### config.mk
export PLATFORM = sky130hd
export DESIGN_NAME = alu_flags_top
export DESIGN_NICKNAME = d
export VERILOG_FILES = /design/src/rtl/alu_pkg.sv /design/src/rtl/alu_adder.sv /design/src/rtl/alu_result_mux.sv /design/src/rtl/alu_flag_gen.sv /design/src/rtl/alu_flags_reg.sv /design/src/rtl/alu_flags_top.sv
export SDC_FILE = /design/constraint.sdc
export NUM_CORES = 1
export LEC_CHECK = 0
export ABC_AREA = 1
export CAP_MARGIN = 20
export CORE_UTILIZATION = 53
export CTS_CLUSTER_DIAMETER = 30
export DETAILED_ROUTE_END_ITERATION = 16
export PLACE_DENSITY = 0.86
export SYNTH_ARGS = -nofsm -noshare
export SYNTH_HDL_FRONTEND = slang
export SYNTH_SLANG_ARGS = --single-unit
### constraint.sdc
create_clock -name clk -period 23 [get_ports clk]
set_input_delay 6.9 -clock clk [delete_from_list [all_inputs] [get_ports clk]]
set_output_delay 6.9 -clock clk [all_outputs]
set_load 0.005 [all_outputs]
### src/rtl/alu_pkg.sv
package alu_pkg;

    localparam int OP_BITS   = 3;
    localparam int FLAG_BITS = 4;

    typedef enum logic [OP_BITS-1:0] {
        OP_ADD = 3'b000,
        OP_SUB = 3'b001,
        OP_AND = 3'b010,
        OP_OR  = 3'b011,
        OP_XOR = 3'b100,
        OP_NOT = 3'b101,
        OP_SHL = 3'b110,
        OP_SHR = 3'b111
    } alu_op_e;

    typedef struct packed {
        logic z;
        logic n;
        logic c;
        logic v;
    } alu_flags_t;

    function automatic logic op_is_arith(alu_op_e op);
        return (op == OP_ADD) || (op == OP_SUB);
    endfunction

    function automatic logic op_sets_flags(alu_op_e op);
        return (op != OP_SHL) && (op != OP_SHR);
    endfunction

endpackage

### src/rtl/alu_adder.sv
module alu_adder #(
    parameter int WIDTH = 8
) (
    input  logic [WIDTH-1:0] a,
    input  logic [WIDTH-1:0] b,
    input  logic             sub,
    output logic [WIDTH-1:0] sum,
    output logic             carry_out,
    output logic             carry_msb
);
    logic [WIDTH:0]   chain;
    logic [WIDTH-1:0] b_eff;

    assign b_eff    = b ^ {WIDTH{sub}};
    assign chain[0] = sub;

    for (genvar i = 0; i < WIDTH; i++) begin : g_bit
        logic half;
        assign half       = a[i] ^ b_eff[i];
        assign sum[i]     = half ^ chain[i];
        assign chain[i+1] = (a[i] & b_eff[i]) | (chain[i] & half);
    end

    assign carry_out = chain[WIDTH];
    assign carry_msb = chain[WIDTH-1];
endmodule

### src/rtl/alu_result_mux.sv
module alu_result_mux
    import alu_pkg::*;
#(
    parameter int WIDTH = 8
) (
    input  alu_op_e          op,
    input  logic [WIDTH-1:0] a,
    input  logic [WIDTH-1:0] b,
    input  logic [WIDTH-1:0] sum,
    output logic [WIDTH-1:0] result
);
    always_comb begin
        result = '0;
        unique case (op)
            OP_ADD,
            OP_SUB: result = sum;
            OP_AND: result = a & b;
            OP_OR:  result = a | b;
            OP_XOR: result = a ^ b;
            OP_NOT: result = ~a;
            OP_SHL: result = {a[WIDTH-2:0], 1'b0};
            OP_SHR: result = {1'b0, a[WIDTH-1:1]};
        endcase
    end
endmodule

### src/rtl/alu_flag_gen.sv
module alu_flag_gen
    import alu_pkg::*;
#(
    parameter int WIDTH = 8
) (
    input  alu_op_e          op,
    input  logic [WIDTH-1:0] result,
    input  logic             carry_out,
    input  logic             carry_msb,
    input  logic             flag_we,
    output logic             load,
    output alu_flags_t       next
);
    logic arith;

    assign arith = op_is_arith(op);
    assign load  = flag_we && op_sets_flags(op);

    always_comb begin
        next.z = ~|result;
        next.n = result[WIDTH-1];
        next.c = arith ? carry_out : 1'b0;
        next.v = arith ? (carry_msb ^ carry_out) : 1'b0;
    end
endmodule

### src/rtl/alu_flags_reg.sv
module alu_flags_reg
    import alu_pkg::*;
(
    input  logic       clk,
    input  logic       rst,
    input  logic       load,
    input  alu_flags_t d,
    output alu_flags_t q
);
    always_ff @(posedge clk) begin
        if (rst) begin
            q <= '0;
        end else if (load) begin
            q <= d;
        end
    end
endmodule

### src/rtl/alu_flags_top.sv
module alu_flags_top
    import alu_pkg::*;
#(
    parameter int WIDTH = 8
) (
    input  logic             clk,
    input  logic             rst,
    input  logic [WIDTH-1:0] opnd_a,
    input  logic [WIDTH-1:0] opnd_b,
    input  logic [2:0]       op_sel,
    input  logic             flag_we,
    output logic [WIDTH-1:0] result,
    output logic [3:0]       flags_q
);
    alu_op_e          op;
    logic [WIDTH-1:0] sum;
    logic             carry_out;
    logic             carry_msb;
    logic             load;
    alu_flags_t       next_flags;
    alu_flags_t       cur_flags;

    assign op = alu_op_e'(op_sel);

    alu_adder #(.WIDTH(WIDTH)) u_adder (
        .a         (opnd_a),
        .b         (opnd_b),
        .sub       (op == OP_SUB),
        .sum       (sum),
        .carry_out (carry_out),
        .carry_msb (carry_msb)
    );

    alu_result_mux #(.WIDTH(WIDTH)) u_mux (
        .op     (op),
        .a      (opnd_a),
        .b      (opnd_b),
        .sum    (sum),
        .result (result)
    );

    alu_flag_gen #(.WIDTH(WIDTH)) u_fgen (
        .op        (op),
        .result    (result),
        .carry_out (carry_out),
        .carry_msb (carry_msb),
        .flag_we   (flag_we),
        .load      (load),
        .next      (next_flags)
    );

    alu_flags_reg u_freg (
        .clk  (clk),
        .rst  (rst),
        .load (load),
        .d    (next_flags),
        .q    (cur_flags)
    );

    assign flags_q = cur_flags;
endmodule

==> results of run 1 <==
-- area by class of cell --
class,instances,area share
well taps,28,0.0215
flip-flops and latches,4,0.0492
multi-input cells,155,0.605
inverters,46,0.108
repair buffers,33,0.203
clock buffers,3,0.0138
-- stage by stage --
stage | hold WS [ns] | power, mW
after CTS | 0.470 | 0.0472
final | 0.467 | 0.0471
after floorplan | 0.456 | 0.0250
after global placement | 0.455 | 0.0376
after global routing | 0.481 | 0.0523
after detailed placement | 0.464 | 0.0381
-- worst paths after layout --
check	start	end	slack (ns)
max	op_sel[2]	result[7]	4.35
min	u_freg.q[1]	u_freg.q[1]	0.47
max reg2reg	u_freg.q[2]	u_freg.q[2]	22.25
min reg2reg	u_freg.q[1]	u_freg.q[1]	0.47
-- layout by cell type (no fill, tap or decap), drive strengths merged, types with 7 or more instances in the layout --
cell	instances
xor2	8
clkdlybuf4s50	33
nand2	50
a21oi	10
inv	46
ha	16
nand3	9
nor2	33
nand4	13
fa	7
-- kinds of logic (layout without fill, tap and decap cells) --
family	Yosys count	after routing	synth area share
AOI/OAI and AO/OA	15	15	0.0675
xor gates and xnor gates	8	8	0.0547
adders and majority gates	23	23	0.266
buffers and inverters	51	82	0.168
DFF	4	4	0.0626
and+or+nand+nor	109	109	0.381
-- where the power goes --
| part | total (mW) | switching (mW) | internal (mW) | leakage [nW] |
|---|---|---|---|---|
| clock network | 0.00876 | 0.00292 | 0.00584 | 0.0138 |
| registers | 0.00745 | 0.000152 | 0.00730 | 0.0326 |
| logic | 0.0309 | 0.0164 | 0.0145 | 0.843 |
-- cells in the mapped netlist --
cell type	n	area [um2]
nand3_1	8	40.0
nand2_1	49	184
or2_2	1	6.26
nand3_2	1	10.0
inv_2	2	7.51
buf_6	2	22.5
inv_4	1	6.26
o21ai_1	2	10.0
nor2_1	28	105
o21ai_2	1	8.76
buf_2	2	10.0
or2_1	1	6.26
inv_1	43	161
nand2_2	1	6.26
or2_0	2	12.5
xor2_1	8	70.1
o21ai_0	2	10.0
buf_4	1	7.51
dfxtp_1	4	80.1
nor2_2	4	25.0
fa_1	7	140
nor2_4	1	11.3
a21oi_2	2	17.5
a21oi_1	8	40.0
nand4_1	13	81.3
ha_1	16	200
-- metal layers --
layer	up-vias	global-route usage	routed length (um)
li1	709	-	-
met1	577	0.356	1420
met2	65	0.447	1450
met3	6	0.0357	240
met4	0	0.0926	42
met5	-	0	0
-- worst register-to-register path: cells and delay by family, from the launching register on --
| kind | cells | cell delay, ns |
|---|---|---|
| buffers and inverters | 2 | 0.10 |
| AOI/OAI and AO/OA | 2 | 0.27 |
| DFF | 1 | 0.33 |
==> results.md, run 1 <==
* Worst-Margin Slew at a little over 0.6 ns
* R2r worst-path depth at 4
* Delay-heaviest family, CP: adder cells
* Pin count of the biggest net entering global routing at 17
* Non-filler instance count after layout at 269
* Post-Route WL at 3.15 mm
* Largest register FFs at 4
* Seq/Total Area, Yosys at 0.0626
* Area taken by multi-input logic gates at 985 um2
* CTS buffer count at 3
* Hold path cells at 2
* Count of clock tree sinks at 4
* Number of port buffers at 33
* Critical path endpoint category: output port
* Sequential cell area at 80.1 um2
* # IOs at 34
* Largest reg by FF count: u_freg.q
* Starting Density at 0.568
* Peak Freq at around 54 MHz
* Reg clk slew, reported paths at around 0.030 ns
* Max_slew headroom at 0.587
* Clk buf depth at 2
* Core region area at 0.00225 mm2
* Setup Slack @ Placement at between 4 and 5 ns
* Worst setup margin at 4.35 ns
* Ordered cell list for the critical path: clkdlybuf4s50_1, nor2_4, nand2_1, xor2_1, fa_1, inv_1, fa_1, inv_1, fa_1, inv_1, fa_1, inv_1, fa_1, inv_1, fa_1, fa_1, nand2_1, nand4_1, clkdlybuf4s50_1
* Residual DRC at 0
* Design Area, Final at 0.00163 mm2
* Placed inst area at 0.00161 mm2
* N_diodes at 0
* Cell count after synthesis at 210
* Hold_buf cts at 0
* Root Buffer: clkbuf_4
* Netlist cell types at 26
* Antenna violations before repair at 0
* Post-route ant nets at 0
* Slowest Stage Delay on Critical Path at 0.73 ns
* FF+latch count, synth at 4
* Die W at 51.1 um
* Final Skew at 0 ns
* Via count at roughly 1400
* Crit start category: input pin
* H-tree levels at 1
* HPWL Detailed at 2.56 mm
* Maxcap violations at 0
* Critical path arrival at 11.75 ns
* RSZ-0062 raised after global routing: false
* Final setup TNS at 0 ns
* First-pass GRT wire length at 5.27 mm
* Bufs and invs on worst path at 7
* Status: complete, no violations
* Worst path most repeated cell: fa_1
* Die ar. at between 0.002 and 0.003 mm2
* Final-report max-slew violation count at 0
* # fillers at 215
* Leakage Power at 0.889 nW
* Slowest stage cell, crit path: clkdlybuf4s50_1
* Class of the worst hold path: reg2reg
* CTS tree: done
* Routed wire length per instance at 11.7 um
* Initial DRC count at just under 90
* Crit path time final at 18.65 ns
* Gpl congestion at slightly below 0.9
* Skew-Pair Late Insertion Delay at between 0.2 and 0.25 ns
* YS warnings at 0
* Top Registers: u_freg.q: 4 flops
* Kind of critical path: in2out
* Area growth from synthesis to layout at 27.2%
* Critical Path RT at approximately 16 ns
* Cell Area, Synth at between 0.001 and 0.0015 mm2
* Die Y at 51.1 um
* DP Cell Count at between 200 and 300
* Nets at 288
* Fin. Hold Viols at 0
* Post-Syn Nets at 255
* Setup bufs post-CTS at 0
* Final period utilization at 0.811
* PostCTS Resize Cnt at 0
* Maximum VDD drop at about 0.000046 V
* Final setup fails at 0
* PwrDens at a little under 30 mW/mm2
* Syn Area/Cell at 6.10 um2
* Final core occ at 0.722
* DR vias/cell at roughly 5
* Number of global-route vias before repair at 1268
* Overall Global Routing Usage at 0.270
* Largest fanout on the critical path at 16
* Overflow after GRT at 0
* Placement row count at 17
* Layout cells sized above 1 at 0.0705
* TritonRoute pass-1 iters at 5
* Crit path depth at 19
No activity file was read; power rests on OpenSTA's default activity.
==> run 2: changes to the inputs <==
- CORE_UTILIZATION: 53 -> 45
- PLACE_DENSITY: 0.86 -> 0.78
- clock period: 23 -> 15.2 ns (I/O delays scaled with it)
==> run 2 against run 1 <==
Net effect: flip-flop and latch count did not move; clock power rose by 45%; die area rose by 17%; clock skew did not move; first-iteration DRC count fell by 25%; wire length rose by 2.8%; final area rose by 0.15%; non-clock buffer count did not move; combinational power rose by 51%; worst setup slack got worse by 3.1 ns.
==> results.md, run 2 (same netlist as run 1, synthesis figures left out) <==
* Status: complete, no violations
* H-tree levels at 1 (unchanged)
* DR vias/cell at 5.04 (about the same)
* Via count at 1367 (+0.74%)
* Critical path arrival at 9.42 ns (-2.33 ns)
* Placement row count at 18 (+1)
* Most frequent cells in the layout: nand2_1 (49), inv_1 (43), clkdlybuf4s50_1 (33), nor2_1 (28), ha_1 (16)
* Critical Path RT at 10.64 ns (-5.46 ns)
* Worst setup margin at 1.22 ns (-3.13 ns)
* Clock network power share at 0.180 (-0.006)
* Antenna violations before repair at 0 (unchanged)
* TritonRoute pass-1 iters at 4 (-1)
* Psw at 0.0289 mW (+49%)
* Final setup TNS at 0 ns (unchanged)
* Sequential cell area at 80.1 um2 (unchanged)
* Post-Route WL at 3.24 mm (+2.8%)
* Overflow after GRT at 0 (unchanged)
* Root Buffer: clkbuf_4
* Sw frac at 0.409 (-0.00390)
* Worst path most repeated cell: fa_1
* Count of clock tree sinks at 4 (unchanged)
* Setup Slack @ Placement at 1.28 ns (-3.08 ns)
* Reg clk slew, reported paths at 0.03 ns (about the same)
* Fin. Hold Viols at 0 (unchanged)
* PnR Total Power at 0.0706 mW (+50%)
* Hold_buf cts at 0 (unchanged)
* # fillers at 248 (+15%)
* Crit start category: input pin
* Skew-Pair Late Insertion Delay at 0.23 ns (about the same)
* Overall Global Routing Usage at 0.224 (-0.0455)
* Area growth from synthesis to layout at 27.4%
* RSZ-0062 raised after global routing: false
* Top Registers: u_freg.q: 4 flops
* PostCTS Resize Cnt at 0 (unchanged)
* # IOs at 34 (unchanged)
* Largest fanout on the critical path at 16 (unchanged)
* Final period utilization at 0.919
* Setup bufs post-CTS at 0 (unchanged)
* Ordered cell list for the critical path: clkdlybuf4s50_1, nor2_4, nand2_1, xor2_1, fa_1, inv_1, fa_1, inv_1, fa_1, inv_1, fa_1, inv_1, fa_1, inv_1, fa_1, fa_1, nand2_1, nand4_1, clkdlybuf4s50_1
* Critical path endpoint category: output port
* Gpl congestion at 0.851 (-4.2%)
* Die Y at 55.3 um (+8.2%)
* Number of global-route vias before repair at 1236 (-2.5%)
* Nets at 288 (unchanged)
* Slowest Stage Delay on Critical Path at 0.73 ns (about the same)
* HPWL Detailed at 2.59 mm (+1.3%)
* Int Pwr at 0.0417 mW (+51%)
* Final Skew at 0 ns (unchanged)
* Placed inst area at 0.00161 mm2 (+0.16%)
* Max_slew headroom at 0.580 (-0.00650)
* Residual DRC at 0 (unchanged)
* Crit path time final at 13.98 ns
* First-pass GRT wire length at 5.66 mm (+7.5%)
* Maximum VDD drop at 0.0000644 V (+40%)
* Maxcap violations at 0 (unchanged)
* Seq pwr share at 0.159 (about the same)
* PwrDens at 43.3 mW/mm2 (+50%)
* Starting Density at 0.494 (-0.0735)
* Routed wire length per instance at 12.0 um (+2.1%)
* Pin count of the biggest net entering global routing at 17 (unchanged)
* Worst-Margin Slew at 0.627 ns (+0.00972 ns)
* Peak Freq at 71.6 MHz
* Hold Slack at 0.472 ns (+0.00553 ns)
* Non-filler instance count after layout at 271 (+0.74%)
* Design Area, Final at 0.00163 mm2 (+0.15%)
* Die W at 55.3 um (+8.2%)
* Initial DRC count at 65 (-25%)
* CTS buffer count at 3 (unchanged)
* Number of port buffers at 33 (unchanged)
* Final setup fails at 0 (unchanged)
* Kind of critical path: in2out
* Largest register FFs at 4 (unchanged)
* CTS tree: done
* Class of the worst hold path: reg2reg
* Final-report max-slew violation count at 0 (unchanged)
* Largest reg by FF count: u_freg.q
* Post-route ant nets at 0 (unchanged)
* Power share of the combinational group at 0.661 (+0.005)
* Area taken by multi-input logic gates at 985 um2 (unchanged)
* Delay-heaviest family, CP: adder cells
* Die ar. at 0.00306 mm2 (+17%)
* Clk buf depth at 2 (unchanged)
* Core region area at 0.00259 mm2 (+15%)
* Leakage Power at 0.889 nW (unchanged)
* N_diodes at 0 (unchanged)
* Slowest stage cell, crit path: clkdlybuf4s50_1
* DP Cell Count at 268 (+0.75%)
* Layout cells sized above 1 at 0.0705 (unchanged)
* Final core occ at 0.629 (-0.0925)
* Bufs and invs on worst path at 7 (unchanged)
* Most common cell after layout, fill and taps aside: nand2_1
[run 2: cell counts in the layout (fill, tap and decap cells not counted)]
Identical to the previous run, type by type.
[run 2: worst paths after layout]
check,endpoint,slack (ns),startpoint,cells after the start
max,result[7],1.22,op_sel[2],19
min,u_freg.q[1],0.47,u_freg.q[1],2
min reg2reg,u_freg.q[1],0.47,u_freg.q[1],2
max reg2reg,u_freg.q[2],14.44,u_freg.q[2],4
[run 2: layout make-up]
class | count | share of cell area
Inverter | 46 | 0.107
Tap cell | 30 | 0.0230
Sequential cell | 4 | 0.0491
Multi-Input combinational cell | 155 | 0.604
Timing Repair Buffer | 33 | 0.203
Clock buffer | 3 | 0.0138
[run 2: metal layers]
layer	vias up	GRT usage	share of wire	wire length, um
li1	706	-	-	-
met1	612	0.314	0.47	1530
met2	47	0.368	0.47	1520
met3	2	0.0258	0.055	178
met4	0	0.0500	0.0049	16
met5	-	0	0	0
[run 2: power by group through the flow]
| stage | sequential [mW] | combinational [mW] | clock (mW) |
|---|---|---|---|
| after global placement | 0.0114 | 0.0458 | 0 |
| after floorplan | 0.0115 | 0.0264 | 0 |
| after detailed placement | 0.0114 | 0.0462 | 0 |
| after CTS | 0.0113 | 0.0466 | 0.0130 |
| after global routing | 0.0113 | 0.0528 | 0.0143 |
| final | 0.0113 | 0.0466 | 0.0127 |
[run 2: worst register-to-register path: cells and delay by family, from the launching register on]
family,cells,cell delay [ns]
compound gates,2,0.29
buf+inv,2,0.10
flops,1,0.31
==> run 3: changes to the inputs <==
- CTS_CLUSTER_DIAMETER: 30 -> unset
==> results of run 3 <==
Final layout, timing and power as in run 2 (identical DEF).
